==> src/rtl/ctl_decoder.sv <==
module ctl_decoder (
  input  logic [31:0] instr,
  output logic        reg_dst,
  output logic        alu_src,
  output logic        mem_to_reg,
  output logic        reg_wr,
  output logic        mem_rd,
  output logic        mem_wr,
  output logic        branch,
  output logic        jump,
  output logic [1:0]  alu_op,
  output logic [3:0]  alu_sel
);

  localparam logic [5:0] OP_REG   = 6'b000000;
  localparam logic [5:0] OP_LOAD  = 6'b100011;
  localparam logic [5:0] OP_STORE = 6'b101011;
  localparam logic [5:0] OP_BEQ   = 6'b000100;
  localparam logic [5:0] OP_JMP   = 6'b000010;

  localparam logic [5:0] FN_ADD = 6'b100000;
  localparam logic [5:0] FN_SUB = 6'b100010;
  localparam logic [5:0] FN_AND = 6'b100100;
  localparam logic [5:0] FN_OR  = 6'b100101;
  localparam logic [5:0] FN_SLT = 6'b101010;

  localparam logic [1:0] CLS_ADD = 2'b00;
  localparam logic [1:0] CLS_SUB = 2'b01;
  localparam logic [1:0] CLS_FN  = 2'b10;

  localparam logic [3:0] SEL_AND = 4'b0000;
  localparam logic [3:0] SEL_OR  = 4'b0001;
  localparam logic [3:0] SEL_ADD = 4'b0010;
  localparam logic [3:0] SEL_SUB = 4'b0110;
  localparam logic [3:0] SEL_SLT = 4'b0111;

  logic [5:0] opcode;
  logic [5:0] funct;
  logic       funct_ok;

  assign opcode = instr[31:26];
  assign funct  = instr[5:0];

  assign funct_ok = (funct == FN_ADD) || (funct == FN_SUB) || (funct == FN_AND) ||
                    (funct == FN_OR)  || (funct == FN_SLT);

  always_comb begin
    reg_dst    = 1'b0;
    alu_src    = 1'b0;
    mem_to_reg = 1'b0;
    reg_wr     = 1'b0;
    mem_rd     = 1'b0;
    mem_wr     = 1'b0;
    branch     = 1'b0;
    jump       = 1'b0;
    alu_op     = CLS_ADD;
    case (opcode)
      OP_REG: begin
        alu_op  = CLS_FN;
        reg_dst = funct_ok;
        reg_wr  = funct_ok;
      end
      OP_LOAD: begin
        alu_src    = 1'b1;
        mem_rd     = 1'b1;
        mem_to_reg = 1'b1;
        reg_wr     = 1'b1;
      end
      OP_STORE: begin
        alu_src = 1'b1;
        mem_wr  = 1'b1;
      end
      OP_BEQ: begin
        branch = 1'b1;
        alu_op = CLS_SUB;
      end
      OP_JMP: jump = 1'b1;
      default: ;
    endcase
  end

  always_comb begin
    case (alu_op)
      CLS_ADD: alu_sel = SEL_ADD;
      CLS_SUB: alu_sel = SEL_SUB;
      CLS_FN: begin
        case (funct)
          FN_ADD:  alu_sel = SEL_ADD;
          FN_SUB:  alu_sel = SEL_SUB;
          FN_AND:  alu_sel = SEL_AND;
          FN_OR:   alu_sel = SEL_OR;
          FN_SLT:  alu_sel = SEL_SLT;
          default: alu_sel = SEL_AND;
        endcase
      end
      default: alu_sel = SEL_AND;
    endcase
  end

  always_comb begin
    p_single_effect_r10: assert ($onehot0({reg_wr, mem_wr, branch, jump}))
      else $error("reg_wr/mem_wr/branch/jump not exclusive");
    p_mem_excl_r10: assert (!(mem_rd && mem_wr))
      else $error("memory read and write both enabled");
    p_load_path_r4: assert (!mem_to_reg || (mem_rd && reg_wr && alu_src))
      else $error("mem_to_reg without a complete load");
    p_imm_adds_r5: assert (!alu_src || (alu_op == CLS_ADD && alu_sel == SEL_ADD))
      else $error("immediate operand without an add");
    p_branch_sub_r6: assert (!branch || alu_sel == SEL_SUB)
      else $error("branch without subtract");
    p_regdst_fn_r2: assert (!reg_dst || (reg_wr && alu_op == CLS_FN))
      else $error("reg_dst outside a register-format write");
  end

endmodule

==> config.mk <==
export PLATFORM = sky130hd
export DESIGN_NAME = ctl_decoder
export DESIGN_NICKNAME = d
export VERILOG_FILES = /design/src/rtl/ctl_decoder.sv
export SDC_FILE = /design/constraint.sdc
export NUM_CORES = 1
export LEC_CHECK = 0
export BUFFER_PORTS_ARGS = -buffer_cell sky130_fd_sc_hd__clkbuf_2
export CELL_PAD_IN_SITES_DETAIL_PLACEMENT = 1
export CELL_PAD_IN_SITES_GLOBAL_PLACEMENT = 1
export CORE_MARGIN = 1
export CORE_UTILIZATION = 12
export DETAILED_ROUTE_END_ITERATION = 6
export PLACE_DENSITY = 0.94
export RECOVER_POWER = 50
export REMOVE_ABC_BUFFERS = 1
export SETUP_SLACK_MARGIN = 0.05
export SYNTH_ARGS = -nofsm -noshare
export SYNTH_HDL_FRONTEND = slang
export SYNTH_SLANG_ARGS = --single-unit
==> constraint.sdc <==
create_clock -name vclk -period 1.9
set_clock_uncertainty 0.15 [all_clocks]
set_input_delay 0.285 -clock vclk [all_inputs]
set_output_delay 0.285 -clock vclk [all_outputs]
set_load 0.02 [all_outputs]
======== Word-level counts from Yosys, hierarchy flattened ========
Index checks and enable logic that the tools add are counted.
storage, ports and cells
  register bits ........................... 0
  bits in latches ......................... 0
  bits in writable memories ............... 0
  ROM bits ................................ 0
  output and inout port bits .............. 14
  logic and storage cells ................. 28
  memories ................................ 0
cells by class
  add/subtract/negate cells ............... 0
  multiply operators ...................... 0
  divide/modulo/power cells ............... 0
  $lt $le $gt $ge ......................... 0
  eq/ne operators ......................... 11
  shifts and indexed selects .............. 0
  multiplexer cells ....................... 10
  bitwise gates (word level) .............. 0
  reductions and logical operators ........ 7
operators with widths
  operator                                             number
  equality test 6 bit, second input constant           7
  case mux 3 bit (4 select lines)                      1
  case mux 3 bit (3 select lines)                      1
  equality test 6 x 2 -> 1 bit, second input constant  1
  equality test 6 x 3 -> 1 bit, second input constant  1
  zero test 6 bit                                      1
  two-way mux 1 bit                                    6
  logical OR 1 bit                                     4
  case mux 2 bit (2 select lines)                      1
  equality test 2 x 1 -> 1 bit, second input constant  1
  equality test 2 bit, second input constant           1
  zero test 2 bit                                      1
  case mux 1 bit (2 select lines)                      1
  OR reduction 2 bit                                   1

======== Longest topological paths before layout ========
Gate-level depths: netlist (run 1).
  depth after elaboration ................. 6
  gate-level depth with buffers ........... 3
  depth with buffers taken out ............ 3

======== Worst setup path after synthesis (run 1) ========
OpenSTA, ideal clock, no wires.
  path kind ............................... input to output
  start ................................... in instr[29]
  end ..................................... out alu_op[0]
  arrival ................................. 1.694 ns
  data required time ...................... 1.465 ns
  path slack .............................. -0.229 ns
  stages .................................. 3
  path buffers ............................ 1
  cells stage by stage .................... or4_4 -> nor3b_1 -> buf_4
between the ends
  longest elaborated chain between the ends .. 2
  elaborated cells between the ends (all ways) .. 3
RTL lines
  what                                                                    line  text
  from (decl)                                                             2     input logic [31:0] instr,
  equality test 6 x 3 -> 1 bit / zero test 6 bit (equally long branches)  57    case (opcode)
  case mux 2 bit (2 select lines) (*)                                     57
  to (decl)                                                               11    output logic [1:0] alu_op,
Mark *: on every way between the ends. The rest lies on a longest branch, timed or not.

======== Final worst setup path (run 1) ========
  start ................................... in instr[26]
  end ..................................... out alu_op[0]
The elaborated chain is that of the path after synthesis.

==> flow_summary.toml, run 1 <==
[run_status]
status = "completed"

[sta]
finalCritPeriodShare_pct = 95.5
min_period_ns = 1.81
finalHoldViolCount = 0
hold_slack_ns = 0.778
fin_setup_tns_ns = 0
max_freq_ghz = 0.551
rsz0062_at_grt = "no"
slew_violations = 0
finalSetupViolCount = 0

[grt]
overflow = 0
grt_pass1_wl_um = 1300
met1_usage_pct = 9.64
met3_usage_pct = 0.426
grt_use_met2_pct = 18.8
grt_pass1_vias = 319
busiest_layer = "met2"
grt.total_usage_pct = 8.75
antenna_found_initial = 0
grt_max_degree = 6

[critical_path]
start_kind = "primary input"
cp_max_fo = 3
cp.required_ns = 1.46
endpoint_kind = "output pin"
path_class = "primary input to output pin"
arrival_ns = 1.38

[placement]
hpwlAfterDp_um = 686
place.gp.congestion = 0.800
placed_cells = 70
portBuffers = 25

[floorplanning]
initial_utilization_pct = 13.1
die_x_um = 43.0
rows = 14
die_h_um = 43.0
dieArea_um2 = 1850
pin_count = 46
coreArea_um2 = 1540

[min_path]
holdPathStages = 3
hp-start = "instr[30]"
whs_endpoint = "jump"
hold_class = "primary input to output pin"

[route]
vias = 309
drtPass1Iterations = 2
drt_iter0_markers = 2
wl_um = 741
via_per_inst = 4.41
wl_per_cell_um = 10.6
drc_errors = 0
drtAntennaViolNets = 0

[synthesis]
yosysTopAreaCellShare_pct = 11.2
synthCells = 30
synthesis.area_um2 = 201
synth_top_area_cell = "buf_4"
synthDistinctLibCells = 18
synth.area.top_cells = "buf_4 11%, nor2b_1 9.3%, nor4_1 9.3%, nor3_4 8.1%, o21bai_1 7.5%"
yosys_warnings = 0
syn-mean-instance-area_um2 = 6.71
yosysSeqAreaShare_pct = 0

[pwr]
netSwitchingFraction_pct = 57.3
power_switching_mw = 0.0274
internal_power_mw = 0.0205
combPwrFrac_pct = 100.0
clockPowerShare_pct = 0
pwr_density_cell_nw_per_um2 = 142
vdd_ir_drop_max_uv = 35.4
cellLeakagePower_nw = 0.147
pwr-share-seq_pct = 0

[cells_and_area]
area_growth_pct = 67.1
drive_gt1_share_pct = 50.0
final_util_pct = 21.8
n_antenna_cell = 0
fillers = 213
nClkBuffers = 0
fin_cells = 70
mostFrequentLayoutCell = "clkbuf_2"
layout_common_cells = "19 x clkbuf_2, 6 x clkbuf_1, 3 x nor4_1, 3 x nor2b_1, 3 x nor2_1"
ff_latch_area_um2 = 0
fin_nets = 88
seq_cell_count = 0

[job]
maxCapViolations = 0

[clocking]
cts_setup_buffers = 0
synth_stat cells:
| library cell | instances |
|---|---|
| nand2_1 | 2 |
| or4_4 | 1 |
| nor2b_1 | 3 |
| nor3_1 | 2 |
| nor2_1 | 3 |
| nor4_1 | 3 |
| nor4bb_1 | 1 |
| o21bai_1 | 2 |
| nor3b_1 | 1 |
| nand2b_1 | 1 |
| o21ai_2 | 1 |
| and2_2 | 1 |
| or2_2 | 1 |
| a31oi_1 | 2 |
| buf_4 | 3 |
| conb_1 | 1 |
| nor3_4 | 1 |
| nand3b_1 | 1 |
metrics by stage:
| step | area, um^2 | total power [mW] | setup WS [ns] |
|---|---|---|---|
| final | 337 | 0.0479 | 0.0860 |
| after global routing | 337 | 0.0541 | 0.0465 |
| after CTS | 339 | 0.0484 | 0.0608 |
| after detailed placement | 339 | 0.0483 | 0.0688 |
| after global placement | 339 | 0.0459 | 0.0824 |
| after floorplan | 179 | 0.0207 | -0.580 |
worst max path at each step:
| stage | start | to | slack, ns | cells after the start |
|---|---|---|---|---|
| 3_3_place_gp | instr[29] | alu_op[0] | 0.08 | 4 |
| 3_5_place_dp | instr[26] | alu_op[0] | 0.07 | 4 |
| 5_1_grt | instr[26] | alu_op[0] | 0.05 | 4 |
| 6_report | instr[26] | alu_op[0] | 0.09 | 4 |
| 4_1_cts | instr[29] | alu_op[0] | 0.06 | 4 |
| 2_1_floorplan | instr[28] | reg_wr | -0.58 | 3 |
power groups by stage:
| stage | Combinational (mW) | Sequential (mW) | Clock, mW |
|---|---|---|---|
| 2_1_floorplan | 0.0207 | 0 | 0 |
| 3_3_place_gp | 0.0459 | 0 | 0 |
| 3_5_place_dp | 0.0483 | 0 | 0 |
| 4_1_cts | 0.0484 | 0 | 0 |
| 5_1_grt | 0.0541 | 0 | 0 |
| 6_report | 0.0479 | 0 | 0 |
repair_timing:
action	in CTS	in global routing
endpoints found under the setup margin	0	2
gates resized for setup	0	1
hold buffers	0	0
layer usage:
| metal | up-vias | wire, um |
|---|---|---|
| li1 | 157 | - |
| met1 | 136 | 292 |
| met2 | 16 | 371 |
| met3 | 0 | 76 |
| met4 | 0 | 0 |
| met5 | - | 0 |
worst max-delay path: stages:
cell      delay (ns)
clkbuf_2        0.10
or4_4           0.55
nor3b_2         0.19
clkbuf_1        0.25
cell families (layout without fill, tap and decap cells):
group,Yosys count,in the layout,synth area share [%]
and+or+nand+nor,21,21,69.0
AOI/OAI and AO/OA,5,5,18.0
buffers and inverters,3,27,11.2
other,1,1,1.86
final cells by class:
cell class / instances / area [um^2] / area share [%]
multi-input cells: 27 / 184 / 54.6
well taps: 16 / 20.0 / 5.95
repair buffers: 27 / 133 / 39.4
(Power assumes the default switching activity.)
==> run 2: changes to the inputs <==
- REMOVE_ABC_BUFFERS: 1 -> not set
==> run 2 against run 1 <==
Compared with the run above: critical path depth unchanged; first-iteration DRC count shrank 100%; design area rose by 0.37%; count of clock-buffer cells in the layout stayed put; total power increased by 2.7%; fmax grew 2.4%; sequential share of layout area unchanged; non-clock buffer count down 1.
==> flow_summary.toml, run 2 (synthesis gave the netlist of run 1 again) <==
[clocking]
cts-resized-gates = 0
ctsHoldBuffers = 0
cts_setup_buffers = 0

[grt]
antenna_found_initial = 0
grt.total_usage_pct = 8.58
grt_max_degree = 6
grt_pass1_wl_um = 1290
grt_pass1_vias = 310
overflow = 0

[cells_and_area]
fin_nets = 87
n_antenna_cell = 0
area_growth_pct = 67.7
layout_common_cells = "18 x clkbuf_2, 6 x clkbuf_1, 3 x nor2b_1, 3 x nor2_1"
mostFrequentLayoutCell = "clkbuf_2"
ff_latch_area_um2 = 0
drive_gt1_share_pct = 50.9
final_area_um2 = 338
seq_cell_count = 0
nClkBuffers = 0

[sta]
slew_violations = 0
rsz0062_at_grt = "no"
min_period_ns = 1.77
finalSetupViolCount = 0
finalCritPeriodShare_pct = 93.2
fin_setup_tns_ns = 0
max_freq_ghz = 0.564
finalHoldViolCount = 0

[pwr]
vdd_ir_drop_max_uv = 47.4
pwr_density_cell_nw_per_um2 = 146
internal_power_mw = 0.0206
combPwrFrac_pct = 100.0
netSwitchingFraction_pct = 58.2
clockPowerShare_pct = 0
power_switching_mw = 0.0286
cellLeakagePower_nw = 0.143
pwr-share-seq_pct = 0

[min_path]
whs_endpoint = "alu_op[1]"
hp-start = "instr[28]"
holdPathStages = 3
hold_class = "primary input to output pin"

[route]
drtAntennaViolNets = 0
drt_iter0_markers = 0
wl_per_cell_um = 11.2
via_per_inst = 4.35
drc_errors = 0
vias = 300
wl_um = 771
drtPass1Iterations = 1

[synthesis]
syn_nets = 62

[critical_path]
cp_max_fo = 3
start_kind = "primary input"
cp.required_ns = 1.46
endpoint_kind = "output pin"
path_class = "primary input to output pin"
arrival_ns = 1.34

[floorplanning]
pin_count = 46
die_h_um = 43.0
dieArea_um2 = 1850
initial_utilization_pct = 13.1
die_x_um = 43.0
rows = 14
coreArea_um2 = 1540

[run_status]
status = "completed"

[placement]
place.gp.congestion = 0.760
placed_area_um2 = 343
portBuffers = 25

[job]
maxCapViolations = 0
run 2: per-stage QoR:
stage               hold slack [ns]  utilization (%)  setup WS (ns)  power [mW]  instances
floorplan                     0.459                -         0.0294      0.0236         30
CTS                           0.769             22.2          0.103      0.0496         69
detailed placement            0.766             22.2          0.103      0.0494         69
global route                  0.795             21.9         0.0530      0.0544         69
global placement              0.754             22.2          0.134      0.0467         69
finish                        0.776             21.9          0.129      0.0492         69
run 2: metal layers:
layer	global-route usage (%)	up-vias	routed length (um)	share of wire [%]
met5	0	-	0	0
met2	17.0	15	386	50
met4	0	0	0	0
met1	10.7	130	310	40
li1	-	155	-	-
met3	0.426	0	74	9.6
run 2: worst max-delay path, stage by stage:
cell	delay (ns)
clkbuf_2	0.10
or4_4	0.57
nor3b_2	0.19
clkbuf_2	0.19
run 2: area by class of cell:
type,count,area (um^2)
Timing Repair Buffer,26,128
Fill cell,214,1200
Multi-Input combinational cell,27,190
Tap cell,16,20.0
run 2: power by group through the flow:
stage	registers, mW	clock network [mW]	logic, mW
after global placement	0	0	0.0467
after CTS	0	0	0.0496
after global routing	0	0	0.0544
after floorplan	0	0	0.0236
after detailed placement	0	0	0.0494
final	0	0	0.0492
run 2: worst max path at each step:
stage | startpoint | end | slack (ns)
final | instr[29] | branch | 0.13
after floorplan | instr[29] | alu_op[0] | 0.03
after global placement | instr[29] | alu_op[0] | 0.13
after detailed placement | instr[29] | alu_sel[2] | 0.10
after CTS | instr[29] | alu_sel[2] | 0.10
after global routing | instr[29] | reg_dst | 0.05
